[config.mk]
export PLATFORM = sky130hd
export DESIGN_NAME = vram_strobe_gen
export DESIGN_NICKNAME = d
export VERILOG_FILES = /design/src/rtl/vram_tg_pkg.sv /design/src/rtl/vram_tg_ctrl.sv /design/src/rtl/vram_tg_dpath.sv /design/src/rtl/vram_strobe_gen.sv
export SDC_FILE = /design/constraint.sdc
export NUM_CORES = 1
export LEC_CHECK = 0
export BUFFER_PORTS_ARGS = -buffer_cell sky130_fd_sc_hd__buf_2
export CAP_MARGIN = 20
export CORE_AREA = 2 2 39 41
export CTS_CLUSTER_DIAMETER = 120
export DETAILED_ROUTE_END_ITERATION = 12
export DIE_AREA = 0 0 41 43
export GPL_TIMING_DRIVEN = 0
export PLACE_DENSITY = 0.63
export SLEW_MARGIN = 20
export SYNTH_ARGS = -nofsm -noshare
export SYNTH_HDL_FRONTEND = slang
export SYNTH_SLANG_ARGS = --single-unit
[constraint.sdc]
create_clock -name clk -period 1.36 [get_ports clk]
set_input_delay 0.136 -clock clk [delete_from_list [all_inputs] [get_ports clk]]
set_output_delay 0.136 -clock clk [all_outputs]
set_load 0.03 [all_outputs]
[src/rtl/vram_tg_pkg.sv]
package vram_tg_pkg;

  // Phase windows handed from the cycle counter to the strobe datapath.
  typedef struct packed {
    logic running;     // at least one clock since reset
    logic cycleStart;  // next edge opens a new character cycle
    logic tick;        // current clock is phase 0
    logic rowWin;      // phase is inside the row strobe window
    logic colWin;      // phase is inside the column strobe window
    logic slWin;       // phase carries the shift/load pulse
    logic dotEven;     // phase is even
  } ctlStrobes_t;

endpackage

[src/rtl/vram_tg_ctrl.sv]
module vram_tg_ctrl
  import vram_tg_pkg::*;
#(
  parameter int DIV      = 8,
  parameter int ROW_ON   = 2,
  parameter int COL_GAP  = 1,
  parameter int SL_PHASE = 1
) (
  input  logic        clk,
  input  logic        rst,
  output ctlStrobes_t ctl
);

  localparam int CW     = (DIV > 1) ? $clog2(DIV) : 1;
  localparam int COL_ON = ROW_ON + COL_GAP;
  localparam logic [CW-1:0] LAST     = CW'(DIV - 1);
  localparam logic [CW-1:0] ROW_P    = CW'(ROW_ON);
  localparam logic [CW-1:0] COL_P    = CW'(COL_ON);
  localparam logic [CW-1:0] SL_P     = CW'(SL_PHASE);

  logic [CW-1:0] phase;
  logic          running;

  // Reset parks the counter on the last phase so the first live edge opens a cycle.
  always_ff @(posedge clk) begin
    if (rst) begin
      phase   <= LAST;
      running <= 1'b0;
    end else begin
      phase   <= (phase == LAST) ? '0 : phase + 1'b1;
      running <= 1'b1;
    end
  end

  always_comb begin
    ctl.running    = running;
    ctl.cycleStart = (phase == LAST);
    ctl.tick       = (phase == '0);
    ctl.rowWin     = (phase >= ROW_P);
    ctl.colWin     = (phase >= COL_P);
    ctl.slWin      = (phase == SL_P);
    ctl.dotEven    = ~phase[0];
  end

endmodule

[src/rtl/vram_tg_dpath.sv]
module vram_tg_dpath
  import vram_tg_pkg::*;
#(
  parameter int DISP_DLY = 2
) (
  input  logic        clk,
  input  logic        rst,
  input  ctlStrobes_t ctl,
  input  logic        mode320,
  input  logic        drawActive,
  input  logic        refreshActive,
  input  logic [1:0]  addrHi,
  output logic        charTick,
  output logic        rowStb,
  output logic        colStb,
  output logic        shiftLoad,
  output logic        dotEn,
  output logic        cpuSlot,
  output logic        dispEn,
  output logic        drawEnN
);

  logic maskRow, maskCol, modeLat, slotQ, drawEnQ;
  logic mapWindow;

  assign mapWindow = &addrHi;

  // Masks and mode are captured once per character cycle.
  always_ff @(posedge clk) begin
    if (rst) begin
      maskRow <= 1'b1;
      maskCol <= 1'b1;
      modeLat <= 1'b0;
      slotQ   <= 1'b0;
      drawEnQ <= 1'b1;
    end else begin
      if (ctl.cycleStart) begin
        maskRow <= drawActive;
        maskCol <= drawActive | refreshActive;
        modeLat <= mode320;
        slotQ   <= ~slotQ;
      end
      drawEnQ <= ~(drawActive & ~mapWindow);
    end
  end

  // Display enable: host slot through a parameterised delay line.
  generate
    if (DISP_DLY == 0) begin : g_nodly
      assign dispEn = slotQ;
    end else if (DISP_DLY == 1) begin : g_dly1
      logic dlyQ;
      always_ff @(posedge clk) begin
        if (rst) dlyQ <= 1'b0;
        else     dlyQ <= slotQ;
      end
      assign dispEn = dlyQ;
    end else begin : g_dlyn
      logic [DISP_DLY-1:0] dlyQ;
      always_ff @(posedge clk) begin
        if (rst) dlyQ <= '0;
        else     dlyQ <= {dlyQ[DISP_DLY-2:0], slotQ};
      end
      assign dispEn = dlyQ[DISP_DLY-1];
    end
  endgenerate

  always_comb begin
    charTick  = ctl.running & ctl.tick;
    rowStb    = ctl.running & ctl.rowWin & ~maskRow;
    colStb    = ctl.running & ctl.colWin & ~maskCol;
    shiftLoad = ctl.running & ctl.slWin & modeLat;
    dotEn     = ctl.running & (~modeLat | ctl.dotEven);
    cpuSlot   = slotQ;
    drawEnN   = drawEnQ;
  end

endmodule

[src/rtl/vram_strobe_gen.sv]
module vram_strobe_gen
  import vram_tg_pkg::*;
#(
  parameter int DIV      = 8,
  parameter int ROW_ON   = 2,
  parameter int COL_GAP  = 1,
  parameter int SL_PHASE = 1,
  parameter int DISP_DLY = 2
) (
  input  logic       clk,
  input  logic       rst,
  input  logic       mode320,
  input  logic       drawActive,
  input  logic       refreshActive,
  input  logic [1:0] addrHi,
  output logic       charTick,
  output logic       rowStb,
  output logic       colStb,
  output logic       shiftLoad,
  output logic       dotEn,
  output logic       cpuSlot,
  output logic       dispEn,
  output logic       drawEnN
);

  ctlStrobes_t ctl;

  vram_tg_ctrl #(
    .DIV(DIV), .ROW_ON(ROW_ON), .COL_GAP(COL_GAP), .SL_PHASE(SL_PHASE)
  ) u_ctrl (
    .clk(clk), .rst(rst), .ctl(ctl)
  );

  vram_tg_dpath #(.DISP_DLY(DISP_DLY)) u_dpath (
    .clk(clk), .rst(rst), .ctl(ctl),
    .mode320(mode320), .drawActive(drawActive), .refreshActive(refreshActive),
    .addrHi(addrHi),
    .charTick(charTick), .rowStb(rowStb), .colStb(colStb), .shiftLoad(shiftLoad),
    .dotEn(dotEn), .cpuSlot(cpuSlot), .dispEn(dispEn), .drawEnN(drawEnN)
  );

endmodule

# Word-level counts from Yosys, hierarchy flattened
# Cells that the tools add are included.
# word_totals
reg_bits	11
inputBits	7
wordCells	35
# op_classes
add_sub_neg	1
magnitude_cmp	2
n_eq_ne	2
mux	2
bitwise	18
reduce_logical	2
# ops
operator	count
$and 1x1->1	9
$not 1->1	7
$ge 3x2->1 const B	2
$add 3x1->3 const B	1
$eq 3x1->1 const B	1
$eq 3x3->1 const B	1
$logic_not 3->1	1
$mux 3	1
$or 1x1->1	2
$reduce_and 2->1	1
$mux 1	1

# Logic depth before layout (Yosys ltp)
# Gate-level depths: netlist of run 1.
# logic_depth
ltp_word	4
mapped_depth	4
ltp_nobuf	4

# Cells and area by module
# From an unflattened synthesis of run 1, not the netlist that was laid out.
# unflattened
hier_cells	52
area_unflattened_um2	469.2
# modules_own_cells
mod	n_inst	cells_per_inst	area_per_inst_um2	seq_area_each_um2
vram_tg_dpath	1	29	261.5	140.1
vram_tg_ctrl	1	23	207.7	80.1

# Worst setup path after synthesis of run 1
# OpenSTA, ideal clock, no wires.
# synth_timing
path_type	reg-to-output
from	register u_ctrl.phase[0]
to	output port colStb
arrival_ps	1394
slack_ps	-170
path_stages_with_launch	5
n_path_buf	0
cell_sequence	dfxtp_1 > ha_1 > ha_1 > a211oi_1 > nor3_1
# synth_via
elab_chain_cells	3
# synth_rtl
item	line_no	rtl
start: declaration	vram_tg_ctrl.sv:21	logic [CW-1:0] phase;
start signal: assignment	vram_tg_ctrl.sv:30	phase <= (phase == LAST) ? '0 : phase + 1'b1;
$ge 3x2->1	vram_tg_ctrl.sv:40	ctl.colWin = (phase >= COL_P);
$and 1x1->1 (2 in series)	vram_tg_dpath.sv:71	colStb = ctl.running & ctl.colWin & ~maskCol;
end: declaration	vram_strobe_gen.sv:18	output logic colStb,
# Every way passes these cells.

# Final worst setup path of run 1
# layout_timing
from	register u_ctrl.phase[1]
to	output port colStb
# Same word-level chain as after synthesis.

==> qor.yml, run 1 <==
setup_path:
  crit_chain: "ha_4, ha_4, a211oi_2, nor3_2, buf_4"
  timing.rr.end: "u_dpath.maskRow"
  startpoint_type: "flip-flop"
  critical_path.max_fanout: 3
  timing.rr.start: "u_ctrl.phase[1]"
  end_kind: "output port"
  r2r_setup_slack_ns: 0.12
  critPathMaxStageDelay_ns: 0.35
  crit_required_ns: 1.22
  worstRegToRegCells: 5
  path_class: "flip-flop to output port"
  worstPathArrival_ns: 1.32
  crit_slowest_cell: "dfxtp_2"
  crit_top_cell: "ha_4"
layout:
  fillers: 147
  final_nets: 78
  syn2layout_area_growth_pct: 43.7
  layout-drive-gt1-share_pct: 46.2
  antennaDiodeCount: 0
die:
  num_rows: 14
  die_w_um: 41
  die-area_um2: 1760
  die_height_um: 43
  core_area_um2: 1380
  ios: 15
  start_util_pct: 31.5
yosys:
  syn_nets: 57
  synth.avg_cell_area_um2: 9.68
  yosysUniqueCellTypes: 17
  ys_ff_latch: 11
  yosys_warnings: 0
  yosysSeqAreaShare_pct: 50.6
  syn_inst: 45
  synth_area_um2: 435
flow_run:
  cap_violations: 0
power:
  p_leak_nw: 0.297
  peakVddDrop_v: 0.000563
  finalPower_mw: 0.888
  powerDensity_nw_per_um2: 1420
place:
  dp_hpwl_um: 544
  gp_congestion: 0.661
  io_buffers: 14
  place_ws_ns: 0.00862
route:
  drc: 0
  drt_first_pass_iters: 1
  wire_per_inst_um: 9.81
  totalWireLength_um: 795
  ant_nets: 0
  dr.first_iter.drc_count: 0
  via_count: 344
  viasPerCell: 4.25
global_route:
  grt_pass1_vias: 321
  antenna_found_initial: 0
  track_usage_pct: 11.1
  overflow: 0
  grt_pass1_wl_mm: 1.27
  grt_max_degree: 9
timing:
  finalCriticalPeriod_ns: 1.46
  finalSetupViolCount: 3
  relSlewSlack_pct: 85.7
  fmax_mhz: 686
  drv_slew: 0
  worstMarginPinSlew_ns: 0.213
  min_period_over_period_pct: 107
  finClkSkew_ns: 0.00120
  hold_viol: 0
  final.setup.worst_slack_ns: -0.0971
  rsz0062_at_grt: "true"
clocking:
  clkSinkCount: 11
  clock_latency_ns: 0.26
  cts_buffers: 3
  clk_path_buf_depth: 2
  ctsHoldBuffers: 0
  clockRootBuffer: "clkbuf_4"
  tritoncts: "yes"
  clkTransAtPathRegs_ns: 0.06
  htree_levels: 1
min_path:
  min_from: "drawActive"
  hold_path_end: "u_dpath.drawEnN"
  min-delay-path-class: "primary input to flip-flop"
  hold_depth: 2
status:
  violations: "setup timing"
  status: "finished with violations"
[synthesized netlist by cell type]
library cell | n | share of area, %
nand3_1 | 1 | 1.1
mux2i_1 | 1 | 2.3
ha_1 | 5 | 14
a211oi_1 | 2 | 3.4
and3_1 | 1 | 1.4
nand2_1 | 3 | 2.6
o21ai_0 | 1 | 1.1
nor3_1 | 3 | 3.4
nor2_1 | 4 | 3.4
xnor2_1 | 1 | 2.0
inv_1 | 5 | 4.3
nor2b_1 | 2 | 2.9
or2_2 | 1 | 1.4
a21oi_1 | 2 | 2.3
dfxtp_1 | 11 | 51
and2b_2 | 1 | 2.0
o21ai_1 | 1 | 1.1
[metal layers]
metal / share of wire [%] / GRT usage (%) / wire length [um]
met3: 4.0 / 1.57 / 32
met5: 0 / 0 / 0
met2: 52 / 16.6 / 416
met4: 0 / 10.0 / 0
met1: 44 / 12.7 / 346
[critical path: cells and delay by family (launching register included)]
kind                     cells  cell delay (ns)
adder cells (fa/ha/maj)      2             0.32
buffers and inverters        1             0.16
AO/OA/AOI/OAI                1             0.19
AND/OR/NAND/NOR              1             0.05
flip-flops                   1             0.35
[power breakdown]
| group | internal (mW) | total, mW | switching, mW |
|---|---|---|---|
| combinational | 0.117 | 0.257 | 0.140 |
| sequential | 0.377 | 0.419 | 0.0422 |
| clock | 0.113 | 0.213 | 0.0993 |
| total | 0.607 | 0.888 | 0.281 |
[worst max path at each step]
stage	to	startpoint	slack, ns
final	colStb	u_ctrl.phase[1]	-0.1
after global placement	colStb	u_ctrl.phase[0]	0.03
after detailed placement	colStb	u_ctrl.phase[0]	0.009
after floorplan	rowStb	u_ctrl.phase[2]	-0.003
after global routing	colStb	u_ctrl.phase[0]	-0.14
after CTS	colStb	u_ctrl.phase[0]	-0.15
[layout make-up]
class | instances | area, um2 | area share (%)
multi-input combinational | 29 | 239 | 38.2
sequential | 11 | 226 | 36.2
timing repair buffer | 16 | 95.1 | 15.2
clock buffer | 4 | 26.3 | 4.20
tap | 16 | 20.0 | 3.20
inverter | 5 | 18.8 | 3.00
[registers in the layout, summed over array words and instances, names as in the netlist]
register and count:
u_dpath.g_dlyn.dlyQ 2, u_dpath.maskRow 1, u_dpath.maskCol 1, u_dpath.drawEnN 1
u_dpath.modeLat 1, u_dpath.cpuSlot 1, u_ctrl.running 1, u_ctrl.phase 3
[logic make-up after synthesis]
kind of cell             after synthesis  synth area share (%)
AO/OA/AOI/OAI                          6                  8.04
XOR/XNOR                               1                  2.01
adder cells (fa/ha/maj)                5                  14.4
buffers and inverters                  5                  4.31
flip-flops                            11                  50.6
multiplexers                           1                  2.30
AND/OR/NAND/NOR                       16                  18.4
[cell usage in the layout, fill, tap and decap left out, types with 2 or more instances in the layout]
cell      instances
buf_2            10
dfxtp_1           8
buf_4             6
inv_1             5
nor2_1            4
nand2_1           3
clkbuf_4          3
nor3_2            2
a21oi_1           2
nor2b_1           2
ha_1              2
ha_4              2
dfxtp_2           2
[through the flow]
step | instances | TNS, ns | cell area, um2 | util [%] | hold slack, ns
2_1_floorplan | 45 | -0.00314 | 445 | - | 0.208
3_3_place_gp | 75 | 0 | 536 | 38.7 | 0.327
3_5_place_dp | 75 | 0 | 536 | 38.7 | 0.324
4_1_cts | 81 | -0.215 | 621 | 44.8 | 0.0540
5_1_grt | 81 | -0.373 | 626 | 45.2 | 0.0580
6_report | 81 | -0.162 | 626 | 45.2 | 0.0576
[repair_timing]
action	4_1_cts	5_1_grt
resized for setup	12	2
pin swaps	3	2
setup endpoints to repair	2	6
endpoints found under the hold margin	0	0
buffers inserted	2	0
(Power assumes the default switching activity.)
==> run 2, diff against run 1 <==
--- a/config.mk
+++ b/config.mk
@@ -7,13 +7,13 @@
 export LEC_CHECK = 0
 export BUFFER_PORTS_ARGS = -buffer_cell sky130_fd_sc_hd__buf_2
 export CAP_MARGIN = 20
-export CORE_AREA = 2 2 39 41
+export CORE_MARGIN = 1.5
+export CORE_UTILIZATION = 28
 export CTS_CLUSTER_DIAMETER = 120
 export DETAILED_ROUTE_END_ITERATION = 12
-export DIE_AREA = 0 0 41 43
 export GPL_TIMING_DRIVEN = 0
-export PLACE_DENSITY = 0.63
-export SLEW_MARGIN = 20
+export PLACE_DENSITY = 0.57
+export SLEW_MARGIN = 10
 export SYNTH_ARGS = -nofsm -noshare
 export SYNTH_HDL_FRONTEND = slang
 export SYNTH_SLANG_ARGS = --single-unit
==> run 2 against run 1 <==
Net effect:
- the flow still finishes with violations (setup timing)
- sequential power hardly changed
- critical endpoint unchanged
- sequential share of layout area is 1.5 points lower
- global-route usage is 0.63 points higher
- non-clock buffer count is 2 higher
- register-to-register slack hardly changed
- highest routed layer is now met4
- core utilization is 0.31 points lower
==> qor.yml, run 2 (same netlist as run 1, synthesis figures left out) <==
layout:
  syn2layout_area_growth_pct: 51.7  # was 43.7%
  utilization_pct: 44.9  # was 45.2%
  final_common_cell: "buf_2"  # unchanged
  largest_reg_flops: 3  # unchanged
  layout-drive-gt1-share_pct: 47.8  # was 46.2%
  antennaDiodeCount: 0  # unchanged
  reg.largest.list: "u_ctrl.phase: 3 flops, u_dpath.g_dlyn.dlyQ: 2 flops"  # unchanged
  layout_common_cells: "buf_2, dfxtp_1, buf_4"  # unchanged
  finalNonFillerCells: 83  # was 81
  final_area_um2: 661  # was 626 um2
  fillers: 155  # was 147
  final_nets: 80  # was 78
  largest_register: "u_ctrl.phase"  # unchanged
global_route:
  grt_pass1_vias: 365  # was 321
  grt_pass1_wl_mm: 1.52  # was 1.27 mm
  overflow: 0  # unchanged
  grt_max_degree: 9  # unchanged
  antenna_found_initial: 0  # unchanged
  track_usage_pct: 11.7  # was 11.1%
setup_path:
  startpoint_type: "flip-flop"  # unchanged
  path_delay_family: "flip-flops"  # unchanged
  crit_required_ns: 1.22  # about the same
  end_kind: "output port"  # unchanged
  crit_slowest_cell: "dfxtp_4"  # was dfxtp_2
  critPathMaxStageDelay_ns: 0.36  # was 0.35 ns
  worstPathArrival_ns: 1.31  # was 1.32 ns
  path_class: "flip-flop to output port"  # unchanged
  critical_path.max_fanout: 3  # unchanged
  cp-startpoint: "u_ctrl.phase[1]"  # unchanged
  crit_chain: "ha_4, ha_4, a211oi_4, nor3_2, buf_4"  # was ha_4, ha_4, a211oi_2, nor3_2, buf_4
  crit_top_cell: "ha_4"  # unchanged
  timing.rr.start: "u_ctrl.phase[1]"  # unchanged
  cp_num_buf_inv: 1  # unchanged
timing:
  finalSetupViolCount: 2  # was 3
  worstMarginPinSlew_ns: 0.203  # was 0.213 ns
  drv_slew: 0  # unchanged
  min_period_over_period_pct: 107  # about the same
  relSlewSlack_pct: 86.4  # was 85.7%
  finalCriticalPeriod_ns: 1.45  # was 1.46 ns
  whs_ns: 0.0574  # was 0.0576 ns
  final.setup.worst_slack_ns: -0.0898  # was -0.0971 ns
  hold_viol: 0  # unchanged
  fmax_mhz: 690  # was 686 MHz
  rsz0062_at_grt: "true"  # unchanged
  finClkSkew_ns: 0.000830  # was 0.00120 ns
  tns_ns: -0.111  # was -0.162 ns
die:
  die_height_um: 42.4  # was 43 um
  start_util_pct: 29.6  # was 31.5%
  num_rows: 14  # unchanged
  ios: 15  # unchanged
  die-area_um2: 1800  # was 1760 um2
  die_w_um: 42.4  # was 41 um
  core_area_um2: 1470  # was 1380 um2
power:
  p_leak_nw: 0.309  # was 0.297 nW
  finalPower_mw: 0.932  # was 0.888 mW
  peakVddDrop_v: 0.000481  # was 0.000563 V
  powerDensity_nw_per_um2: 1410  # was 1420 nW/um2
flow_run:
  cap_violations: 0  # unchanged
place:
  dp_cells: 75  # unchanged
  io_buffers: 14  # unchanged
  dp_hpwl_um: 581  # was 544 um
  place_ws_ns: 0.0102  # was 0.00862 ns
  dpl_cell_area_um2: 536  # unchanged
  gp_congestion: 0.733  # was 0.661
route:
  wire_per_inst_um: 10.2  # was 9.81 um
  totalWireLength_um: 843  # was 795 um
  ant_nets: 0  # unchanged
  via_count: 380  # was 344
  drc: 0  # unchanged
  drt_first_pass_iters: 2  # was 1
  dr.first_iter.drc_count: 3  # was 0
  viasPerCell: 4.58  # was 4.25
clocking:
  clkTransAtPathRegs_ns: 0.07  # was 0.06 ns
  clock_latency_ns: 0.26  # about the same
  clkSinkCount: 11  # unchanged
  cts_buffers: 3  # unchanged
  htree_levels: 1  # unchanged
  clk_path_buf_depth: 2  # unchanged
  clockRootBuffer: "clkbuf_4"  # unchanged
  tritoncts: "yes"  # unchanged
status:
  violations: "setup timing"  # unchanged
  status: "finished with violations"  # unchanged
min_path:
  min-delay-path-class: "primary input to flip-flop"  # unchanged
  min_from: "drawActive"  # unchanged
[run 2: cell types whose count changed in the layout (fill, tap and decap cells not counted), sizes merged]
cell | before | now
buf | 16 | 18
[run 2: path summary, 6_finish.rpt]
| check | slack [ns] | cells past startpoint | to |
|---|---|---|---|
| min reg2reg | 0.44 | 1 | u_dpath.g_dlyn.dlyQ[1] |
| max | -0.09 | 5 | colStb |
| max reg2reg | 0.11 | 5 | u_dpath.maskRow |
| min | 0.06 | 2 | u_dpath.drawEnN |
[run 2: power breakdown]
group	internal [mW]	switching, mW
logic	0.142	0.151
registers	0.378	0.0444
clock network	0.113	0.103
total	0.633	0.299
[run 2: repair_timing]
| action | in CTS | in global routing |
|---|---|---|
| gates resized for setup | 12 | 8 |
| setup endpoints to repair | 3 | 7 |
| hold buffers | 0 | 0 |
| pin swaps | 3 | 2 |
| endpoints found under the hold margin | 0 | 0 |
| buffers inserted | 2 | 2 |
[run 2: per-layer routing]
layer  up-vias  GRT usage [%]  part of all wire, %
li1        190              -                    -
met1       175           13.2                   43
met2        13           18.5                   49
met3         2           5.60                  6.8
met4         0           5.63                  1.3
met5         -              0                    0
[run 2: cell type report]
| class | instances | area, um2 | area share, % |
|---|---|---|---|
| Sequential cell | 11 | 229 | 34.7 |
| Clock buffer | 4 | 26.3 | 3.98 |
| Tap cell | 16 | 20.0 | 3.03 |
| Inverter | 5 | 18.8 | 2.84 |
| Timing Repair Buffer | 18 | 120 | 18.2 |
| Multi-Input combinational cell | 29 | 246 | 37.3 |
==> run 3, diff against run 2 <==
--- a/config.mk
+++ b/config.mk
@@ -12,7 +12,7 @@
 export CTS_CLUSTER_DIAMETER = 120
 export DETAILED_ROUTE_END_ITERATION = 12
 export GPL_TIMING_DRIVEN = 0
-export PLACE_DENSITY = 0.57
+export PLACE_DENSITY = 0.6
 export SLEW_MARGIN = 10
 export SYNTH_ARGS = -nofsm -noshare
 export SYNTH_HDL_FRONTEND = slang
==> run 3 against run 2 <==
Net effect:
- the flow still finishes with violations (setup timing)
- combinational power up 9.9%
- non-clock buffer count up 1
- clock-buffer cell count down 1
- final area up 6.6%
- power up 3.5%
- largest cell class unchanged
- highest routed layer is now met3
==> qor.yml, run 3 (same netlist as run 1, synthesis figures left out) <==
clocking:
  clkSinkCount: 11  # unchanged
  clock_latency_ns: 0.26  # about the same
  htree_levels: 1  # unchanged
  clkTransAtPathRegs_ns: 0.07  # about the same
  ctsHoldBuffers: 0  # unchanged
  clk_path_buf_depth: 2  # unchanged
  tritoncts: "yes"  # unchanged
  cts_buffers: 3  # unchanged
  clockRootBuffer: "clkbuf_4"  # unchanged
layout:
  layout_common_cells: "buf_2, dfxtp_1, buf_4"  # unchanged
  syn2layout_area_growth_pct: 61.8  # was 51.7%
  reg.largest.list: "u_ctrl.phase: 3 flops, u_dpath.g_dlyn.dlyQ: 2 flops"  # unchanged
  final_common_cell: "buf_2"  # unchanged
  multi_input_area_um2: 277  # was 246 um2
  largest_reg_flops: 3  # unchanged
  largest_register: "u_ctrl.phase"  # unchanged
  finalNonFillerCells: 84  # was 83
  final_nets: 81  # was 80
  final_area_um2: 704  # was 661 um2
  utilization_pct: 47.9  # was 44.9%
  regArea_um2: 231  # was 229 um2
  fillers: 139  # was 155
  layout-drive-gt1-share_pct: 57.4  # was 47.8%
  antennaDiodeCount: 0  # unchanged
timing:
  finalSetupViolCount: 3  # was 2
  fmax_mhz: 685  # was 690 MHz
  rsz0062_at_grt: "true"  # unchanged
  final.setup.worst_slack_ns: -0.101  # was -0.0898 ns
  hold_viol: 0  # unchanged
  drv_slew: 0  # unchanged
  relSlewSlack_pct: 81.5  # was 86.4%
  finClkSkew_ns: 0.00411  # was 0.000830 ns
  worstMarginPinSlew_ns: 0.277  # was 0.203 ns
  min_period_over_period_pct: 107  # about the same
  whs_ns: 0.0505  # was 0.0574 ns
  finalCriticalPeriod_ns: 1.46  # was 1.45 ns
die:
  core_area_um2: 1470  # unchanged
  die-area_um2: 1800  # unchanged
  die_height_um: 42.4  # unchanged
  num_rows: 14  # unchanged
  die_w_um: 42.4  # unchanged
  ios: 15  # unchanged
  start_util_pct: 29.6  # unchanged
route:
  via_count: 376  # was 380
  viasPerCell: 4.48  # was 4.58
  drt_first_pass_iters: 5  # was 2
  drc: 0  # unchanged
  dr.first_iter.drc_count: 5  # was 3
  totalWireLength_um: 881  # was 843 um
  ant_nets: 0  # unchanged
  wire_per_inst_um: 10.5  # was 10.2 um
setup_path:
  crit_required_ns: 1.22  # about the same
  timing.rr.start: "u_ctrl.phase[1]"  # unchanged
  cp-startpoint: "u_ctrl.phase[0]"  # was u_ctrl.phase[1]
  path_class: "flip-flop to output port"  # unchanged
  startpoint_type: "flip-flop"  # unchanged
  worstRegToRegCells: 4  # was 5
  worstPathArrival_ns: 1.32  # was 1.31 ns
  critical_path.max_fanout: 5  # was 3
  r2r_setup_slack_ns: 0.13  # was 0.11 ns
  endpoint: "colStb"  # unchanged
  end_kind: "output port"  # unchanged
  timing.rr.end: "u_dpath.maskRow"  # unchanged
place:
  dp_hpwl_um: 589  # was 581 um
  io_buffers: 14  # unchanged
  dp_cells: 75  # unchanged
  gp_congestion: 0.791  # was 0.733
  place_ws_ns: 0.0195  # was 0.0102 ns
  dpl_cell_area_um2: 536  # unchanged
global_route:
  track_usage_pct: 11.4  # was 11.7%
  grt_max_degree: 9  # unchanged
  grt_pass1_wl_mm: 1.48  # was 1.52 mm
  antenna_found_initial: 0  # unchanged
  overflow: 0  # unchanged
  grt_pass1_vias: 350  # was 365
power:
  powerDensity_nw_per_um2: 1370  # was 1410 nW/um2
  peakVddDrop_v: 0.000531  # was 0.000481 V
  p_leak_nw: 0.312  # was 0.309 nW
min_path:
  min-delay-path-class: "primary input to flip-flop"  # unchanged
status:
  violations: "setup timing"  # unchanged
  status: "finished with violations"  # unchanged
flow_run:
  cap_violations: 0  # unchanged
run 3: area by class of cell:
cell class | instances | share of cell area, %
clock inverters | 1 | 0.710
flip-flops and latches | 11 | 32.9
well taps | 16 | 2.84
clock buffers | 3 | 3.20
repair buffers | 19 | 17.8
inverters | 5 | 3.37
multi-input cells | 29 | 39.3
run 3: worst min path at each step:
stage | startpoint | to | cells after the start
CTS | drawActive | u_dpath.drawEnN | 2
floorplan | rst | u_dpath.g_dlyn.dlyQ[0] | 1
global placement | drawActive | u_dpath.drawEnN | 2
detailed placement | drawActive | u_dpath.drawEnN | 2
global route | drawActive | u_dpath.drawEnN | 2
finish | drawActive | u_dpath.drawEnN | 2
run 3: power by group:
part | switching [mW] | internal (mW)
clock | 0.106 | 0.109
sequential | 0.0479 | 0.380
combinational | 0.169 | 0.153
run 3: what timing repair did:
| action | in CTS | in global routing |
|---|---|---|
| setup buffers | 3 | 3 |
| pin swaps | 2 | 4 |
| gates cloned | 0 | 0 |
| resized for setup | 19 | 10 |
| setup endpoints to repair | 3 | 5 |
| endpoints found under the hold margin | 0 | 0 |
run 3: layer usage:
metal	vias up	part of all wire, %	global-route usage [%]
met5	-	0	0
met4	0	0	7.50
met3	0	2.5	2.59
met2	11	51	17.8
met1	171	46	13.7
li1	194	-	-
run 3: worst max-delay path: stages (launching register included):
cell and delay [ns]:
dfxtp_4 0.36, buf_6 0.13, buf_4 0.13, a211oi_4 0.23, nor3_2 0.05, buf_4 0.16
run 3: per-stage QoR:
stage | power (mW) | TNS [ns]
floorplan | 0.567 | -0.00314
global placement | 0.625 | 0
detailed placement | 0.633 | 0
CTS | 0.918 | -0.330
global route | 1.03 | -0.432
finish | 0.965 | -0.218
